## config.mk

```make
export PLATFORM = sky130hd
export DESIGN_NAME = errAddrCapture
export DESIGN_NICKNAME = d
export VERILOG_FILES = /design/src/rtl/errCapPkg.sv /design/src/rtl/errCapCtrl.sv /design/src/rtl/errCapData.sv /design/src/rtl/errAddrCapture.sv
export SDC_FILE = /design/constraint.sdc
export NUM_CORES = 1
export LEC_CHECK = 0
export BUFFER_PORTS_ARGS = -buffer_cell sky130_fd_sc_hd__buf_2
export CAP_MARGIN = 30
export CORE_MARGIN = 8
export CORE_UTILIZATION = 35
export DETAILED_ROUTE_END_ITERATION = 10
export GPL_TIMING_DRIVEN = 0
export PLACE_DENSITY_LB_ADDON = 0.2
export SKIP_CTS_REPAIR_TIMING = 1
export SKIP_LAST_GASP = 1
export SLEW_MARGIN = 20
export SYNTH_ARGS = -nofsm -noshare
export SYNTH_HDL_FRONTEND = slang
export SYNTH_SLANG_ARGS = --single-unit
export TNS_END_PERCENT = 20
```

## constraint.sdc

```tcl
create_clock -name clk -period 1.7 [get_ports clk]
set_clock_uncertainty 0.05 [all_clocks]
set_input_delay 0.34 -clock clk [delete_from_list [all_inputs] [get_ports clk]]
set_output_delay 0.34 -clock clk [all_outputs]
set_load 0.05 [all_outputs]
```

## src/rtl/errCapPkg.sv

```systemverilog
package errCapPkg;
  localparam int NUM_CLS = 4;
  localparam int SEL_W   = 2;
  localparam int CLS_DED = 0;
  localparam int CLS_RWW = 1;
  localparam int CLS_PE  = 2;
  localparam int CLS_SEC = 3;

  typedef struct packed {
    logic [NUM_CLS-1:0] capture;
    logic               anyFlag;
    logic [SEL_W-1:0]   rdSel;
    logic               heldLoadCap;
    logic [SEL_W-1:0]   heldCapSel;
    logic               heldLoadWr;
  } ctrlStrobes_t;
endpackage

```

## src/rtl/errCapCtrl.sv

```systemverilog
module errCapCtrl
  import errCapPkg::*;
(
  input  logic               clk,
  input  logic               rstN,
  input  logic [NUM_CLS-1:0] evtHit,
  input  logic [NUM_CLS-1:0] flagClr,
  input  logic               wrReq,
  output logic [NUM_CLS-1:0] flags,
  output ctrlStrobes_t       strobes
);

  function automatic logic [SEL_W-1:0] firstSet(input logic [NUM_CLS-1:0] v);
    logic [SEL_W-1:0] r;
    r = '0;
    for (int i = NUM_CLS - 1; i >= 0; i--) begin
      if (v[i]) r = SEL_W'(i);
    end
    return r;
  endfunction

  logic [NUM_CLS-1:0] capture;

  always_comb begin
    capture             = evtHit & ~flags;
    strobes.capture     = capture;
    strobes.anyFlag     = |flags;
    strobes.rdSel       = firstSet(flags);
    strobes.heldLoadCap = |capture;
    strobes.heldCapSel  = firstSet(capture);
    strobes.heldLoadWr  = wrReq & ~(|capture);
  end

  always_ff @(posedge clk) begin
    if (!rstN) flags <= '0;
    else       flags <= capture | (flags & ~flagClr);
  end

  // a class with a clear flag that sees an event gets its flag set
  p_capture_sets_flag_r2 : assert property (@(posedge clk) disable iff (!rstN)
    (evtHit[CLS_DED] && !flags[CLS_DED]) |=> flags[CLS_DED]);

  generate
    for (genvar k = 0; k < NUM_CLS; k++) begin : g_clrChk
      // clear with flag set always wins over a same-class event
      p_clear_drops_flag_r8 : assert property (@(posedge clk) disable iff (!rstN)
        (flags[k] && flagClr[k]) |=> !flags[k]);
    end
  endgenerate

endmodule

```

## src/rtl/errCapData.sv

```systemverilog
module errCapData
  import errCapPkg::*;
#(
  parameter int AW = 20
) (
  input  logic                        clk,
  input  logic                        rstN,
  input  ctrlStrobes_t                strobes,
  input  logic [NUM_CLS-1:0][AW-1:0]  evtAddr,
  input  logic [AW-1:0]               wrAddr,
  output logic [AW-1:0]               rdAddr
);

  logic [NUM_CLS-1:0][AW-1:0] clsAddr;
  logic [AW-1:0]              heldAddr;

  generate
    for (genvar k = 0; k < NUM_CLS; k++) begin : g_slot
      always_ff @(posedge clk) begin
        if (!rstN)                  clsAddr[k] <= '0;
        else if (strobes.capture[k]) clsAddr[k] <= evtAddr[k];
      end
    end
  endgenerate

  always_ff @(posedge clk) begin
    if (!rstN)                   heldAddr <= '0;
    else if (strobes.heldLoadCap) heldAddr <= evtAddr[strobes.heldCapSel];
    else if (strobes.heldLoadWr)  heldAddr <= wrAddr;
  end

  assign rdAddr = strobes.anyFlag ? clsAddr[strobes.rdSel] : heldAddr;

  // an accepted write with no flag pending shows up on the read path next cycle
  p_write_load_r10 : assert property (@(posedge clk) disable iff (!rstN)
    (strobes.heldLoadWr && !strobes.anyFlag) |=> (rdAddr == $past(wrAddr)));

endmodule

```

## src/rtl/errAddrCapture.sv

```systemverilog
module errAddrCapture
  import errCapPkg::*;
#(
  parameter int ADDR_HI = 22,
  parameter int ADDR_LO = 3,
  parameter int BUS_W   = 32
) (
  input  logic                     clk,
  input  logic                     rstN,
  input  logic                     dedPulse,
  input  logic                     dedPair,
  input  logic [ADDR_HI:ADDR_LO]   dedAddr,
  input  logic                     rwwPulse,
  input  logic [ADDR_HI:ADDR_LO]   rwwAddr,
  input  logic                     peDone,
  input  logic                     pePass,
  input  logic [ADDR_HI:ADDR_LO]   peAddr,
  input  logic                     secPulse,
  input  logic                     secPair,
  input  logic [ADDR_HI:ADDR_LO]   secAddr,
  input  logic                     secCaptureEn,
  input  logic [3:0]               flagClr,
  input  logic                     busWrEn,
  input  logic [BUS_W-1:0]         busWrData,
  input  logic                     supervisor,
  output logic [BUS_W-1:0]         busRdData,
  output logic [3:0]               flags
);

  localparam int AW    = ADDR_HI - ADDR_LO + 1;
  localparam int TOP_Z = BUS_W - ADDR_HI - 1;

  ctrlStrobes_t               strobes;
  logic [NUM_CLS-1:0]         evtHit;
  logic [NUM_CLS-1:0][AW-1:0] evtAddr;
  logic [NUM_CLS-1:0]         pairHit;
  logic [AW-1:0]              rdAddr;
  logic                       unusedWrBits;

  assign evtHit[CLS_DED] = dedPulse;
  assign evtHit[CLS_RWW] = rwwPulse;
  assign evtHit[CLS_PE]  = peDone & ~pePass;
  assign evtHit[CLS_SEC] = secPulse & secCaptureEn;

  assign pairHit = {secPair, 1'b0, 1'b0, dedPair};

  logic [NUM_CLS-1:0][AW-1:0] rawAddr;
  assign rawAddr[CLS_DED] = dedAddr;
  assign rawAddr[CLS_RWW] = rwwAddr;
  assign rawAddr[CLS_PE]  = peAddr;
  assign rawAddr[CLS_SEC] = secAddr;

  generate
    for (genvar k = 0; k < NUM_CLS; k++) begin : g_pairMask
      assign evtAddr[k] = {rawAddr[k][AW-1:1], rawAddr[k][0] & ~pairHit[k]};
    end
  endgenerate

  assign unusedWrBits = ^{busWrData[BUS_W-1:ADDR_HI+1], busWrData[ADDR_LO-1:0]};

  errCapCtrl u_ctrl (
    .clk     (clk),
    .rstN    (rstN),
    .evtHit  (evtHit),
    .flagClr (flagClr),
    .wrReq   (busWrEn & supervisor),
    .flags   (flags),
    .strobes (strobes)
  );

  errCapData #(.AW(AW)) u_data (
    .clk     (clk),
    .rstN    (rstN),
    .strobes (strobes),
    .evtAddr (evtAddr),
    .wrAddr  (busWrData[ADDR_HI:ADDR_LO]),
    .rdAddr  (rdAddr)
  );

  assign busRdData = {{TOP_Z{1'b0}}, rdAddr, {ADDR_LO{1'b0}}};

  // the highest class view holds while its flag is not cleared
  p_ded_hold_r2 : assert property (@(posedge clk) disable iff (!rstN)
    (flags[CLS_DED] && !flagClr[CLS_DED]) |=> $stable(busRdData));

  // a page-pair uncorrectable capture shows bit 3 low
  p_pair_bit_r5 : assert property (@(posedge clk) disable iff (!rstN)
    (dedPulse && dedPair && !flags[CLS_DED]) |=> (busRdData[ADDR_LO] == 1'b0));

  // corrected errors are not flagged while capture is disabled
  p_sec_gate_r6 : assert property (@(posedge clk) disable iff (!rstN)
    (!secCaptureEn && !flags[CLS_SEC]) |=> !flags[CLS_SEC]);

  // a passing program/erase completion raises no flag
  p_pe_pass_r7 : assert property (@(posedge clk) disable iff (!rstN)
    (peDone && pePass && !flags[CLS_PE]) |=> !flags[CLS_PE]);

  // with nothing flagged and nothing captured, a user-mode cycle leaves the view alone
  p_user_write_r11 : assert property (@(posedge clk) disable iff (!rstN)
    (!(|flags) && !supervisor && !(|evtHit)) |=> $stable(busRdData));

endmodule

```

# Yosys cells after proc, flatten, opt, wreduce, memory -nomap -nowiden

Cells that the tools add are included.

Bits in registers: 104
Input bits: 128
Output and inout port bits: 36
Word-level logic and storage cells: 41

$lt $le $gt $ge: 2
Mux-type cells: 15
Bitwise logic cells: 15
Reduce and logical (&&, ||, !) cells: 3

Operator list:

| operator                                           | number |
|---|---|
| two-way mux 20 bit                                 | 5 |
| binary-select mux 20 bit (select 2 bit)            | 2 |
| two-way mux 2 bit                                  | 8 |
| AND 4 bit                                          | 2 |
| inverter 4 bit                                     | 2 |
| OR reduction 4 bit                                 | 2 |
| AND 1 bit                                          | 6 |
| < comparator 2 x 3 -> 1 bit, second input constant | 2 |
| inverter 1 bit                                     | 4 |
| bitwise OR 4 bit                                   | 1 |
| nonzero test 2 bit                                 | 1 |

# Logic depth before layout (Yosys ltp)

Gate-level depths: netlist of run 1.

Depth after elaboration: 10
Gate-level depth with buffers: 8
Mapped depth without buffers: 5

# Modules after synthesis

From an unflattened synthesis of run 1, not the netlist that was laid out.

Cells, all modules: 555
Area total of the unflattened synthesis: 5881.9 um^2

By module, submodules not included:

| module         | instances | cells an instance | area each (um^2) | seq. area each (um^2) |
|---|---|---|---|---|
| errCapData     | 1         | 506               | 5480.3           | 2001.9 |
| errCapCtrl     | 1         | 31                | 254.0            | 80.1 |
| errAddrCapture | 1         | 18                | 147.6            | 0.0 |

# Least setup slack after synthesis of run 1

OpenSTA, ideal clock, no wires.

Kind: register to output
From: register u_ctrl.flags[0]
To: output busRdData[10]
Arrival: 2.362 ns
Required time: 1.310 ns
Slack: -1.052 ns
Stages on the path, launching flop included: 7
Path buffers: 3
Cells stage by stage: dfxtp_1 -> buf_2 -> o21bai_1 -> buf_2 -> buf_2 -> nand2_1 -> a31oi_1

Longest elaborated chain between the ends: 4
Elaborated cells on any way between the ends: 5
Classes of those cells: mux: 4; reduce/logical: 1

RTL lines:

| element                                  | line                 | text |
|---|---|---|
| start, declared                          | errCapCtrl.sv:9      | `output logic [NUM_CLS-1:0] flags,` |
| start signal, assigned                   | errCapCtrl.sv:36     | `else flags <= capture \| (flags & ~flagClr);` |
| two-way mux 2 bit                        | errCapCtrl.sv:17     | `if (v[i]) r = SEL_W'(i);` |
| binary-select mux 20 bit (select 2 bit)  | errCapData.sv:32     | `assign rdAddr = strobes.anyFlag ? clsAddr[strobes.rdSel] : heldAddr;` |
| two-way mux 20 bit (implied by the code) | errCapData.sv:32     |  |
| two-way mux 20 bit *                     | errCapData.sv:32     |  |
| end, declared                            | errAddrCapture.sv:26 | `output logic [BUS_W-1:0] busRdData,` |

Every way passes the cells marked *; elsewhere a longest branch is shown, timed or not. The select of a mux whose other input is x is not followed.

# Worst setup path in the final report of run 1

From: register u_ctrl.flags[0]
To: output busRdData[22]

Same word-level chain as after synthesis.

==> implementation parameters, run 1 <==
Parameter                              Value

Yosys
  Mean instance size in the synthesized netlist ... 7.39 sq um
  Combinational family with the most area after synthesis ... compound AO/OA/AOI/OAI gates
  Compound-Gate Fraction of Synth Area ... 33.8%
  Synthesized-area fraction occupied by adder cells ... 0%
  Proportion of synthesized area in mux cells ... 0%
  Area fraction in and, or, nand and nor cells after synthesis ... 22.1%
  Post-synthesis share of cell area spent on xor and xnor gates ... 0%
  Number of warnings reported in the yosys synthesis log ... 0
  Cell area after synthesis ... 5670 sq um
  Unique cell type count in the Yosys netlist ... 36
  Synth Instances ... 768
  Register area share after synthesis ... 36.7%
  Count of state elements after synthesis ... 104

Run status
  Result of the run ... finished with violations
  Violations in the final reports ... setup timing

Worst setup path
  WS Path Type ... flip-flop to output pin
  Crit-path cells ... buf_6, o21ba_4, buf_6, buf_4, nand2_1, a31oi_4, buf_6
  Critical Path Start Type ... flip-flop
  Largest incremental delay on the critical path ... 0.36 ns
  Data arrival time of the worst path ... 1.83 ns
  Worst-path maximum fanout ... 10
  Worst endpoint required time ... 1.31 ns
  Cell seen most often among critical-path stages ... sky130_fd_sc_hd__buf_6
  Slowest-stage cell, CP ... sky130_fd_sc_hd__dfxtp_4
  Crit. End Element ... output pin
  CP startpoint ... u_ctrl.flags[0]$_SDFF_PN0_
  Source of the worst register-to-register timing path ... u_ctrl.flags[3]$_SDFF_PN0_

Hold path
  Launch point of the worst hold path ... flagClr[3]
  Worst min path class ... input port to flip-flop

GRT
  GRT Resource Usage Total ... 20.0%
  Via count of the first global-routing pass ... 5643
  Sum of overflow across all layers after global routing ... 0
  Maximum number of pins on one net before global-route repair ... 16
  Initial antenna violation count ... 0
  Global-route wire length before repair ... 31700 microns

Floorplan
  Area of the core ... 15900 sq um
  Die Footprint ... 20500 sq um
  Count of standard-cell rows ... 46
  Die Y ... 143 microns
  Initial Util ... 35.7%
  Die W ... 143 microns
  I/O pin cnt ... 164

Clock tree
  CTS sink count ... 104
  Clock Pin Slew Worst Setup and Hold Paths ... 0.07 ns
  Worst skew pair latency ... 0.35 ns
  CTS tree ... built
  Maximum count of clock buffers along a single path ... 2
  CTS Buf Count ... 9
  Clk Tree Root Cell ... sky130_fd_sc_hd__clkbuf_16
  Number of H-tree levels ... 3

Timing
  Hold Vio Cnt, Final ... 0
  Headroom to the max-slew limit ... 53.3%
  Final WS setup ... -0.519 ns
  Final setup vio count ... 50
  Setup repair after global routing missed its margin ... true
  Peak clock frequency supported by timing ... 451 MHz
  Worst slack on hold paths ... 0.188 ns
  Setup TNS ... -14.15 ns
  Final max-slew violation count ... 0
  Final Critical Period ... 2.22 ns
  Worst Max-Slew Pin Slew ... 0.700 ns
  Period utilization ... 131%

Power
  Peak VDD IR ... 0.000526 V
  Cell area power density ... 934 nW/um^2
  Leakage Power ... 3.03 nW
  Switching power of the nets ... 2.51 mW
  Clock network power share ... 30.6%
  Relative contribution of combinational cells to total power ... 32.2%
  Sequential fraction of design power ... 37.2%
  Int Power ... 4.80 mW
  Switching share of power ... 34.4%

Layout
  Ratio of cells with drive above 1 in the final layout ... 34.7%
  Total Nets Final ... 1063
  Final Instance Count excl. Fillers ... 1156
  Area Overhead vs Synth ... 38.0%
  Area taken by multi-input logic gates ... 3720 sq um
  Fill count ... 1617
  FF+latch area ... 2100 sq um
  Antenna cell count ... 0

Placed design
  Number of port buffers ... 138
  Estimated wirelength of the detail-placed design ... 17100 microns
  Final weighted congestion in routability-driven placement ... 0.886
  Placed cell count ... 1133

Drt
  Vias per inst ... 5.09
  Length of routed met3 wiring ... 1260 microns
  First-pass detailed-route iteration total ... 5
  Total wire length ... 21200 microns
  Iteration-0 DRC Markers ... 387
  DR top layer ... met4
  Number of nets still failing antenna checks after routing ... 0
  Met1 Wirelength ... 9980 microns
  Met2 Wirelength ... 9530 microns
  Detail-routed net length per standard cell ... 18.4 microns
  Number of DRC violations after detailed routing ... 0
  Number of vias after detailed routing ... 5887

Job
  Max-cap check violation count ... 0
## layer usage
metal	track usage, %	up-vias
met2	30.7	204
met3	2.62	23
li1	-	2963
met5	0	-
met4	6.97	0
met1	28.0	2697
## power groups by stage
| stage | sequential, mW | clock, mW | combinational (mW) |
|---|---|---|---|
| 3_5_place_dp | 2.75 | 0 | 2.03 |
| 4_1_cts | 2.70 | 2.27 | 2.03 |
| 6_report | 2.72 | 2.24 | 2.36 |
| 2_1_floorplan | 2.76 | 0 | 1.42 |
| 5_1_grt | 2.74 | 2.36 | 2.51 |
| 3_3_place_gp | 2.75 | 0 | 2.03 |
## state kept, by name, indices dropped and copies added (netlist names)
signal           count
u_data.heldAddr     20
u_ctrl.flags         4
u_data.clsAddr      80
## synth_stat cells (all sizes together)
cell type	n	area (sq um)
a21boi	83	623
a21oi	56	280
a221o	1	10.0
a31oi	56	350
and2b	1	7.51
and3b	1	12.5
buf	48	302
clkbuf	30	113
conb	1	3.75
dfxtp	104	2080
inv	1	3.75
nand2	244	918
nand2b	4	25.0
nand3b	2	15.0
nor2	21	78.8
nor2b	22	140
nor3	1	5.00
nor3b	1	18.8
nor4	1	12.5
o211a	1	10.0
o211ai	2	15.0
o21ai	62	314
o21ba	1	10.0
o21bai	1	7.51
o221ai	20	288
o31a	1	8.76
or2b	1	7.51
or3b	1	11.3
## worst max-delay path: cells and delay by family (launching register included)
family,cells,cell delay [ns]
AO/OA/AOI/OAI,2,0.47
buffers and inverters,4,0.57
flip-flops,1,0.36
AND/OR/NAND/NOR,1,0.08
## placed cells by master, fill, tap and decap left out, types with 2 or more instances in the layout
| cell | Yosys | routed |
|---|---|---|
| sky130_fd_sc_hd__a21boi_0 | 83 | 83 |
| sky130_fd_sc_hd__a21oi_1 | 56 | 56 |
| sky130_fd_sc_hd__a31oi_1 | 56 | 37 |
| sky130_fd_sc_hd__a31oi_4 | 0 | 19 |
| sky130_fd_sc_hd__buf_12 | 0 | 3 |
| sky130_fd_sc_hd__buf_2 | 28 | 142 |
| sky130_fd_sc_hd__buf_4 | 15 | 21 |
| sky130_fd_sc_hd__buf_6 | 4 | 31 |
| sky130_fd_sc_hd__clkbuf_1 | 30 | 21 |
| sky130_fd_sc_hd__clkbuf_16 | 0 | 10 |
| sky130_fd_sc_hd__clkbuf_4 | 0 | 3 |
| sky130_fd_sc_hd__clkbuf_8 | 0 | 4 |
| sky130_fd_sc_hd__conb_1 | 1 | 12 |
| sky130_fd_sc_hd__dfxtp_1 | 104 | 100 |
| sky130_fd_sc_hd__dfxtp_4 | 0 | 4 |
| sky130_fd_sc_hd__nand2_1 | 243 | 225 |
| sky130_fd_sc_hd__nand2_2 | 1 | 18 |
| sky130_fd_sc_hd__nand2b_1 | 4 | 4 |
| sky130_fd_sc_hd__nand3b_1 | 2 | 2 |
| sky130_fd_sc_hd__nor2_1 | 21 | 20 |
| sky130_fd_sc_hd__nor2b_1 | 21 | 20 |
| sky130_fd_sc_hd__o211ai_1 | 2 | 2 |
| sky130_fd_sc_hd__o21ai_0 | 58 | 20 |
| sky130_fd_sc_hd__o21ai_1 | 3 | 4 |
| sky130_fd_sc_hd__o21ai_2 | 1 | 38 |
| sky130_fd_sc_hd__o221ai_1 | 2 | 2 |
| sky130_fd_sc_hd__o221ai_2 | 18 | 18 |
## kinds of logic after synthesis
group	after synthesis
buffers and inverters	79
and+or+nand+nor	300
AOI/OAI and AO/OA	284
other	1
DFF	104
## cell type report
cell class,instances,share of cell area (%)
sequential,104,26.8
clock buffer,14,3.63
inverter,1,0.0479
tap,216,3.45
timing repair buffer,145,11.6
clock inverter,2,0.447
buffer,78,6.49
multi-input combinational,596,47.5
## through the flow
| step | power, mW | utilization [%] | area, sq um | worst slack [ns] |
|---|---|---|---|---|
| floorplan | 4.17 | - | 6100 | -0.163 |
| finish | 7.32 | 49.3 | 7830 | -0.519 |
| global placement | 4.78 | 44.4 | 7060 | -0.524 |
| detailed placement | 4.78 | 44.4 | 7060 | -0.515 |
| global route | 7.60 | 49.3 | 7830 | -0.551 |
| CTS | 7.00 | 46.4 | 7380 | -0.903 |
## path summary, 6_finish.rpt
path | end | slack [ns] | depth (start not counted)
worst min register to register | u_data.clsAddr[57]$_SDFFE_PN0P_ | 0.41 | 2
worst max register to register | u_data.heldAddr[19]$_SDFFE_PN0P_ | -0.30 | 6
worst min-delay path | u_ctrl.flags[3]$_SDFF_PN0_ | 0.19 | 3
worst max-delay path | busRdData[22] | -0.52 | 7
No activity file was read; power rests on OpenSTA's default activity.
==> run 2, diff against run 1 <==
--- a/config.mk
+++ b/config.mk
@@ -11,6 +11,7 @@
 export CORE_UTILIZATION = 35
 export DETAILED_ROUTE_END_ITERATION = 10
 export GPL_TIMING_DRIVEN = 0
+export MAX_ROUTING_LAYER = met4
 export PLACE_DENSITY_LB_ADDON = 0.2
 export SKIP_CTS_REPAIR_TIMING = 1
 export SKIP_LAST_GASP = 1
==> constraint.sdc (replaced) <==
create_clock -name clk -period 1.8 [get_ports clk]
set_clock_uncertainty 0.05 [all_clocks]
set_input_delay 0.36 -clock clk [delete_from_list [all_inputs] [get_ports clk]]
set_output_delay 0.36 -clock clk [all_outputs]
set_load 0.05 [all_outputs]
==> run 2 against run 1 <==
  * The flow still finishes with violations (setup timing)
  * Sequential power shrank 6%
  * Critical path depth shrank 1
  * Setup slack gained 0.045 ns
  * Sequential share of layout area is essentially flat
  * Clock power decreased by 17%
  * First-iteration DRC count is 14% higher
  * Routed wire length about the same
  * Non-clock buffer count increased by 7
  * Critical endpoint is now busRdData[5]
  * Largest cell class unchanged
  * Highest routed layer unchanged
==> implementation parameters, run 2 (synthesized netlist as in run 1, its figures left out) <==
Parameter                              Value

Run status
  Result of the run ... finished with violations (unchanged)
  Violations in the final reports ... setup timing (unchanged)

Timing
  Hold Vio Cnt, Final ... 0 (unchanged)
  Final max-slew violation count ... 0 (unchanged)
  Final Critical Period ... 2.27 ns
  Final WS setup ... -0.474 ns (was -0.519 ns)
  Worst Max-Slew Pin Slew ... 0.754 ns (was 0.700 ns)
  Worst slack on hold paths ... 0.198 ns (was 0.188 ns)
  Peak clock frequency supported by timing ... 440 MHz
  Setup repair after global routing missed its margin ... true (unchanged)
  Headroom to the max-slew limit ... 49.8% (was 53.3%)
  Final setup vio count ... 38 (was 50)
  Period utilization ... 126%

Layout
  Antenna cell count ... 0 (unchanged)
  Total Nets Final ... 1070 (was 1063)
  Most common cell after layout, fill and taps aside ... sky130_fd_sc_hd__nand2_1 (unchanged)
  Ratio of cells with drive above 1 in the final layout ... 33.9% (was 34.7%)
  Top register by number of flip-flops ... u_data.clsAddr (unchanged)
  Commonest cells after routing, fill and taps aside ... 234 x sky130_fd_sc_hd__nand2_1, 142 x sky130_fd_sc_hd__buf_2, 100 x sky130_fd_sc_hd__dfxtp_1, 83 x sky130_fd_sc_hd__a21boi_0, 56 x sky130_fd_sc_hd__a21oi_1 (was 225 x sky130_fd_sc_hd__nand2_1, 142 x sky130_fd_sc_hd__buf_2, 100 x sky130_fd_sc_hd__dfxtp_1, 83 x sky130_fd_sc_hd__a21boi_0, 56 x sky130_fd_sc_hd__a21oi_1)
  Area Overhead vs Synth ... 38.0% (about the same)
  Fill count ... 1622 (was 1617)
  FF+latch area ... 2100 sq um (unchanged)
  Max FFs per register ... 80 (unchanged)
  Area taken by multi-input logic gates ... 3710 sq um (was 3720 sq um)
  Top flop regs ... u_data.clsAddr (80), u_data.heldAddr (20), u_ctrl.flags (4) (unchanged)

Clock tree
  CTS Buf Count ... 9 (unchanged)
  Number of H-tree levels ... 3 (unchanged)
  CTS tree ... built (unchanged)
  Maximum count of clock buffers along a single path ... 2 (unchanged)
  Worst skew pair latency ... 0.36 ns (was 0.35 ns)
  Clock Pin Slew Worst Setup and Hold Paths ... 0.07 ns (about the same)
  CTS sink count ... 104 (unchanged)
  Clk Tree Root Cell ... sky130_fd_sc_hd__clkbuf_16 (unchanged)

GRT
  GRT Resource Usage Total ... 20.5% (was 20.0%)
  Via count of the first global-routing pass ... 5515 (was 5643)
  Maximum number of pins on one net before global-route repair ... 17 (was 16)
  Sum of overflow across all layers after global routing ... 0 (unchanged)
  Initial antenna violation count ... 0 (unchanged)
  Global-route wire length before repair ... 31100 microns (was 31700 microns)

Worst setup path
  Critical Path Start Type ... flip-flop (unchanged)
  Slowest-stage cell, CP ... sky130_fd_sc_hd__dfxtp_4 (unchanged)
  Cell seen most often among critical-path stages ... sky130_fd_sc_hd__buf_6 (unchanged)
  WS Path Type ... flip-flop to output pin (unchanged)
  Worst-path maximum fanout ... 10 (unchanged)
  Largest incremental delay on the critical path ... 0.36 ns (about the same)
  Crit-path cells ... buf_6, nor3_1, clkbuf_8, buf_12, a31oi_4, buf_6 (was buf_6, o21ba_4, buf_6, buf_4, nand2_1, a31oi_4, buf_6)
  Crit. End Element ... output pin (unchanged)
  Worst endpoint required time ... 1.39 ns (was 1.31 ns)
  Data arrival time of the worst path ... 1.86 ns (was 1.83 ns)

Floorplan
  Die Footprint ... 20500 sq um (unchanged)
  Count of standard-cell rows ... 46 (unchanged)
  Area of the core ... 15900 sq um (unchanged)
  I/O pin cnt ... 164 (unchanged)
  Die W ... 143 microns (unchanged)
  Initial Util ... 35.7% (unchanged)
  Die Y ... 143 microns (unchanged)

Drt
  Number of nets still failing antenna checks after routing ... 0 (unchanged)
  Number of vias after detailed routing ... 5835 (was 5887)
  Iteration-0 DRC Markers ... 441 (was 387)
  Total wire length ... 21200 microns (about the same)
  Number of DRC violations after detailed routing ... 0 (unchanged)
  Vias per inst ... 5.02 (was 5.09)
  Detail-routed net length per standard cell ... 18.3 microns (was 18.4 microns)
  First-pass detailed-route iteration total ... 5 (unchanged)

Job
  Max-cap check violation count ... 0 (unchanged)

Power
  Pwr Total ... 6.66 mW (was 7.32 mW)
  Peak VDD IR ... 0.000514 V (was 0.000526 V)
  Leakage Power ... 3.06 nW (was 3.03 nW)
  Cell area power density ... 851 nW/um^2 (was 934 nW/um^2)

Placed design
  Number of port buffers ... 138 (unchanged)
  Estimated wirelength of the detail-placed design ... 17200 microns (was 17100 microns)
  Final weighted congestion in routability-driven placement ... 0.911 (was 0.886)

Hold path
  Worst min path class ... input port to flip-flop (unchanged)
==> run 2: layout make-up <==
class	count	share of cell area, %
clock buffers	10	2.93
flip-flops and latches	104	26.8
clock inverters	6	0.464
well taps	216	3.45
repair buffers	152	12.4
multi-input cells	596	47.4
plain buffers	78	6.47
inverters	1	0.0480
==> run 2: power by group <==
part | internal [mW] | total, mW | switching [mW]
sequential | 2.46 | 2.57 | 0.110
combinational | 0.864 | 2.24 | 1.38
clock | 0.933 | 1.85 | 0.916
total | 4.25 | 6.66 | 2.40
==> run 2: final timing paths <==
path | cells past startpoint | to | slack, ns | start
worst min register to register | 2 | u_data.clsAddr[15]$_SDFFE_PN0P_ | 0.42 | u_data.clsAddr[15]$_SDFFE_PN0P_
worst max-delay path | 6 | busRdData[5] | -0.47 | u_ctrl.flags[0]$_SDFF_PN0_
worst min-delay path | 3 | u_ctrl.flags[0]$_SDFF_PN0_ | 0.20 | flagClr[0]
worst max register to register | 6 | u_data.heldAddr[14]$_SDFFE_PN0P_ | -0.12 | u_ctrl.flags[3]$_SDFF_PN0_
==> run 2: worst max-delay path, delay by kind of cell, from the launching register on <==
family                 cells  cell delay [ns]
AO/OA/AOI/OAI              1             0.10
buffers and inverters      4             0.67
AND/OR/NAND/NOR            1             0.35
flip-flops                 1             0.36
==> run 2: routing by layer <==
metal  vias up  part of all wire (%)  global-route usage, %
met3        21                   4.8                   3.28
met5         -                     0                      -
met1      2656                    48                   28.1
met4         0                   1.8                   6.47
li1       2991                     -                      -
met2       167                    45                   30.1
==> run 2: through the flow <==
| stage | std cells | setup slack, ns | cell area [sq um] | util [%] | TNS (ns) |
|---|---|---|---|---|---|
| 3_3_place_gp | 1133 | -0.417 | 7040 | 44.3 | -8.31 |
| 3_5_place_dp | 1133 | -0.393 | 7040 | 44.3 | -8.17 |
| 2_1_floorplan | 779 | -0.0784 | 6080 | - | -1.41 |
| 6_report | 1163 | -0.474 | 7830 | 49.3 | -9.91 |
| 5_1_grt | 1163 | -0.518 | 7830 | 49.3 | -13.49 |
| 4_1_cts | 1149 | -0.799 | 7310 | 46.0 | -15.74 |
==> run 3, diff against run 2 <==
--- a/config.mk
+++ b/config.mk
@@ -5,7 +5,8 @@
 export SDC_FILE = /design/constraint.sdc
 export NUM_CORES = 1
 export LEC_CHECK = 0
-export BUFFER_PORTS_ARGS = -buffer_cell sky130_fd_sc_hd__buf_2
+export ABC_AREA = 1
+export BUFFER_PORTS_ARGS = -buffer_cell sky130_fd_sc_hd__buf_4
 export CAP_MARGIN = 30
 export CORE_MARGIN = 8
 export CORE_UTILIZATION = 35
==> run 3 against run 2 <==
  * The run still ends with setup timing left
  * Flip-flop and latch count did not move
  * Fmax fell by 1.8%
  * Sequential power barely moved
  * Synthesized cell count rose by 2.6%
  * Synthesized area fell by 6.3%
==> implementation parameters, run 3 <==
Parameter                              Value

Drt
  Number of nets still failing antenna checks after routing ... 0 (unchanged)
  Iteration-0 DRC Markers ... 452 (was 441)
  Number of vias after detailed routing ... 5888 (was 5835)
  Number of DRC violations after detailed routing ... 0 (unchanged)
  Detail-routed net length per standard cell ... 17.3 microns (was 18.3 microns)
  First-pass detailed-route iteration total ... 5 (unchanged)
  Vias per inst ... 5.15 (was 5.02)
  Total wire length ... 19800 microns (was 21200 microns)

Timing
  Final max-slew violation count ... 0 (unchanged)
  Final Critical Period ... 2.32 ns (was 2.27 ns)
  Hold Vio Cnt, Final ... 0 (unchanged)
  Peak clock frequency supported by timing ... 432 MHz (was 440 MHz)
  Worst slack on hold paths ... 0.197 ns (was 0.198 ns)
  Worst Max-Slew Pin Slew ... 0.629 ns (was 0.754 ns)
  Period utilization ... 129% (was 126%)
  Setup repair after global routing missed its margin ... true (unchanged)
  Final setup vio count ... 40 (was 38)
  Final WS setup ... -0.517 ns (was -0.474 ns)
  Headroom to the max-slew limit ... 58.1% (was 49.8%)

Worst setup path
  Largest incremental delay on the critical path ... 0.38 ns (was 0.36 ns)
  Number of logic stages on the critical path including buffering ... 8 (was 6)
  Source of the worst register-to-register timing path ... u_ctrl.flags[2]$_SDFF_PN0_ (was u_ctrl.flags[3]$_SDFF_PN0_)
  Reg-to-reg critical path endpoint ... u_data.heldAddr[16]$_SDFFE_PN0P_ (was u_data.heldAddr[14]$_SDFFE_PN0P_)
  End point of the critical path ... busRdData[21] (was busRdData[5])
  Cell seen most often among critical-path stages ... sky130_fd_sc_hd__buf_6 (unchanged)
  Critical Path Start Type ... flip-flop (unchanged)
  Worst endpoint required time ... 1.39 ns (about the same)
  Crit-path cells ... inv_2, o21ai_2, nand2_4, buf_6, nand2_1, o211ai_1, a31oi_4, buf_6 (was buf_6, nor3_1, clkbuf_8, buf_12, a31oi_4, buf_6)
  Critical path's top delay family ... compound AO/OA/AOI/OAI gates (was buffers and inverters)
  WS Path Type ... flip-flop to output pin (unchanged)
  Setup slack of the most critical reg-to-reg path ... -0.16 ns (was -0.12 ns)
  Crit. End Element ... output pin (unchanged)
  Data arrival time of the worst path ... 1.91 ns (was 1.86 ns)
  Slowest-stage cell, CP ... sky130_fd_sc_hd__dfxtp_4 (unchanged)
  R2R depth ... 9 (was 6)
  CP startpoint ... u_ctrl.flags[3]$_SDFF_PN0_ (was u_ctrl.flags[0]$_SDFF_PN0_)
  Number of buffers and inverters on the critical path ... 3 (was 4)
  Worst-path maximum fanout ... 10 (unchanged)

GRT
  Maximum number of pins on one net before global-route repair ... 16 (was 17)
  Initial antenna violation count ... 0 (unchanged)
  Via count of the first global-routing pass ... 5654 (was 5515)
  GRT Resource Usage Total ... 20.4% (was 20.5%)
  Sum of overflow across all layers after global routing ... 0 (unchanged)
  Global-route wire length before repair ... 30200 microns (was 31100 microns)

Layout
  Antenna cell count ... 0 (unchanged)
  Top register by number of flip-flops ... u_data.clsAddr (unchanged)
  Fill count ... 1550 (was 1622)
  Commonest cells after routing, fill and taps aside ... 142 x sky130_fd_sc_hd__buf_4, 113 x sky130_fd_sc_hd__o21ai_0, 108 x sky130_fd_sc_hd__nor2_1, 103 x sky130_fd_sc_hd__nand3_1, 100 x sky130_fd_sc_hd__dfxtp_1 (was 234 x sky130_fd_sc_hd__nand2_1, 142 x sky130_fd_sc_hd__buf_2, 100 x sky130_fd_sc_hd__dfxtp_1, 83 x sky130_fd_sc_hd__a21boi_0, 56 x sky130_fd_sc_hd__a21oi_1)
  Most common cell after layout, fill and taps aside ... sky130_fd_sc_hd__buf_4 (was sky130_fd_sc_hd__nand2_1)
  Area Overhead vs Synth ... 43.1% (was 38.0%)
  Top flop regs ... u_data.clsAddr (80), u_data.heldAddr (20), u_ctrl.flags (4) (unchanged)
  Total Nets Final ... 1078 (was 1070)
  Share of the core filled with cells ... 50.6% (was 49.3%)
  Max FFs per register ... 80 (unchanged)
  Ratio of cells with drive above 1 in the final layout ... 30.3% (was 33.9%)

Yosys
  Register area share after synthesis ... 39.2% (was 36.7%)
  Count of state elements after synthesis ... 104 (unchanged)
  Cell types with the largest area share after synthesis ... sky130_fd_sc_hd__dfxtp_1 39%, sky130_fd_sc_hd__o21ai_0 13%, sky130_fd_sc_hd__nand3_1 9.7% (was sky130_fd_sc_hd__dfxtp_1 37%, sky130_fd_sc_hd__nand2_1 16%, sky130_fd_sc_hd__a21boi_0 11%)
  Top flip-flop cell by instance count after synthesis ... sky130_fd_sc_hd__dfxtp_1 (unchanged)
  Cell area after synthesis ... 5320 sq um (was 5670 sq um)
  Dominant cell by count in the synthesized netlist ... sky130_fd_sc_hd__o21ai_0 (was sky130_fd_sc_hd__nand2_1)
  Number of warnings reported in the yosys synthesis log ... 0 (unchanged)
  Async set-or-reset flop fraction in the synthesized netlist ... 0% (unchanged)
  Area share of the largest cell type after synthesis ... 39.2% (was 36.7%)
  Post-synth top area cell ... sky130_fd_sc_hd__dfxtp_1 (unchanged)
  Ranking of synthesized cells by instance count ... 140 x sky130_fd_sc_hd__o21ai_0, 109 x sky130_fd_sc_hd__nor2_1, 104 x sky130_fd_sc_hd__dfxtp_1 (was 243 x sky130_fd_sc_hd__nand2_1, 104 x sky130_fd_sc_hd__dfxtp_1, 83 x sky130_fd_sc_hd__a21boi_0)
  Mean instance size in the synthesized netlist ... 6.75 sq um (was 7.39 sq um)
  Unique cell type count in the Yosys netlist ... 22 (was 36)
  Number of enable flip-flop cells after synthesis ... 0 (unchanged)
  Synth Instances ... 788 (was 768)

Job
  Max-cap check violation count ... 0 (unchanged)

Power
  Peak VDD IR ... 0.000464 V (was 0.000514 V)
  Leakage Power ... 3.14 nW (was 3.06 nW)
  Cell area power density ... 947 nW/um^2 (was 851 nW/um^2)

Clock tree
  Clock Pin Slew Worst Setup and Hold Paths ... 0.07 ns (about the same)
  CTS tree ... built (unchanged)
  Clk Tree Root Cell ... sky130_fd_sc_hd__clkbuf_16 (unchanged)
  CTS Buf Count ... 9 (unchanged)
  Number of H-tree levels ... 3 (unchanged)
  Worst skew pair latency ... 0.36 ns (about the same)
  CTS sink count ... 104 (unchanged)
  Maximum count of clock buffers along a single path ... 2 (unchanged)

Floorplan
  Count of standard-cell rows ... 45 (was 46)
  Die Y ... 139 microns (was 143 microns)
  I/O pin cnt ... 164 (unchanged)
  Area of the core ... 15000 sq um (was 15900 sq um)
  Initial Util ... 35.4% (was 35.7%)
  Die W ... 139 microns (was 143 microns)
  Die Footprint ... 19400 sq um (was 20500 sq um)

Run status
  Violations in the final reports ... setup timing (unchanged)
  Result of the run ... finished with violations (unchanged)

Placed design
  Number of port buffers ... 138 (unchanged)
  Final weighted congestion in routability-driven placement ... 0.902 (was 0.911)
  Estimated wirelength of the detail-placed design ... 15800 microns (was 17200 microns)

Hold path
  Worst min path class ... input port to flip-flop (unchanged)
run 3: routing by layer:
layer	global-route usage [%]	vias up	part of all wire, %
met2	30.9	208	45
met3	3.35	25	5.2
met5	-	-	0
met1	27.1	2671	48
met4	6.53	0	1.7
li1	-	2984	-
run 3: worst min-delay path: stages:
cell and delay (ns):
sky130_fd_sc_hd__buf_4 0.08, sky130_fd_sc_hd__inv_1 0.03, sky130_fd_sc_hd__nand2_1 0.05, sky130_fd_sc_hd__a21oi_1 0.05
run 3: cell families after synthesis:
| group | after synthesis | share of synthesized area, % |
|---|---|---|
| compound gates | 282 | 27.2 |
| buf+inv | 132 | 11.6 |
| flops | 104 | 39.2 |
| other cells | 1 | 0.0706 |
| simple gates | 269 | 22.0 |
run 3: stage by stage:
step	std cells	setup TNS (ns)	instance area [sq um]	power, mW	worst slack (ns)
after floorplan	799	-1.98	5700	4.19	-0.103
after global placement	1125	-6.03	6970	4.92	-0.336
after detailed placement	1125	-6.39	6970	4.94	-0.353
after CTS	1141	-13.76	7280	6.99	-0.737
after global routing	1143	-15.39	7610	7.48	-0.579
final	1143	-11.46	7610	7.20	-0.517
run 3: worst min-delay path by stage:
stage,start,end,depth (start not counted)
6_report,flagClr[2],u_ctrl.flags[2]$_SDFF_PN0_,4
5_1_grt,rwwAddr[9],u_data.clsAddr[26]$_SDFFE_PN0P_,3
4_1_cts,flagClr[2],u_ctrl.flags[2]$_SDFF_PN0_,4
3_5_place_dp,u_data.clsAddr[56]$_SDFFE_PN0P_,u_data.clsAddr[56]$_SDFFE_PN0P_,2
3_3_place_gp,u_data.clsAddr[57]$_SDFFE_PN0P_,u_data.clsAddr[57]$_SDFFE_PN0P_,2
2_1_floorplan,u_data.clsAddr[10]$_SDFFE_PN0P_,u_data.clsAddr[10]$_SDFFE_PN0P_,2
run 3: final cells by class:
| class | count | area, sq um | area share [%] |
|---|---|---|---|
| clock buffers | 14 | 275 | 3.62 |
| multi-input cells | 563 | 3170 | 41.7 |
| inverters | 52 | 195 | 2.57 |
| repair buffers | 140 | 1130 | 14.9 |
| flip-flops and latches | 104 | 2090 | 27.5 |
| clock inverters | 2 | 35.0 | 0.461 |
| well taps | 188 | 235 | 3.09 |
| plain buffers | 80 | 472 | 6.20 |
run 3: power by group:
part	switching, mW	leakage [nW]	internal (mW)	total, mW
clock	0.904	0.152	1.20	2.11
combinational	1.57	2.13	0.932	2.50
sequential	0.0972	0.863	2.50	2.60
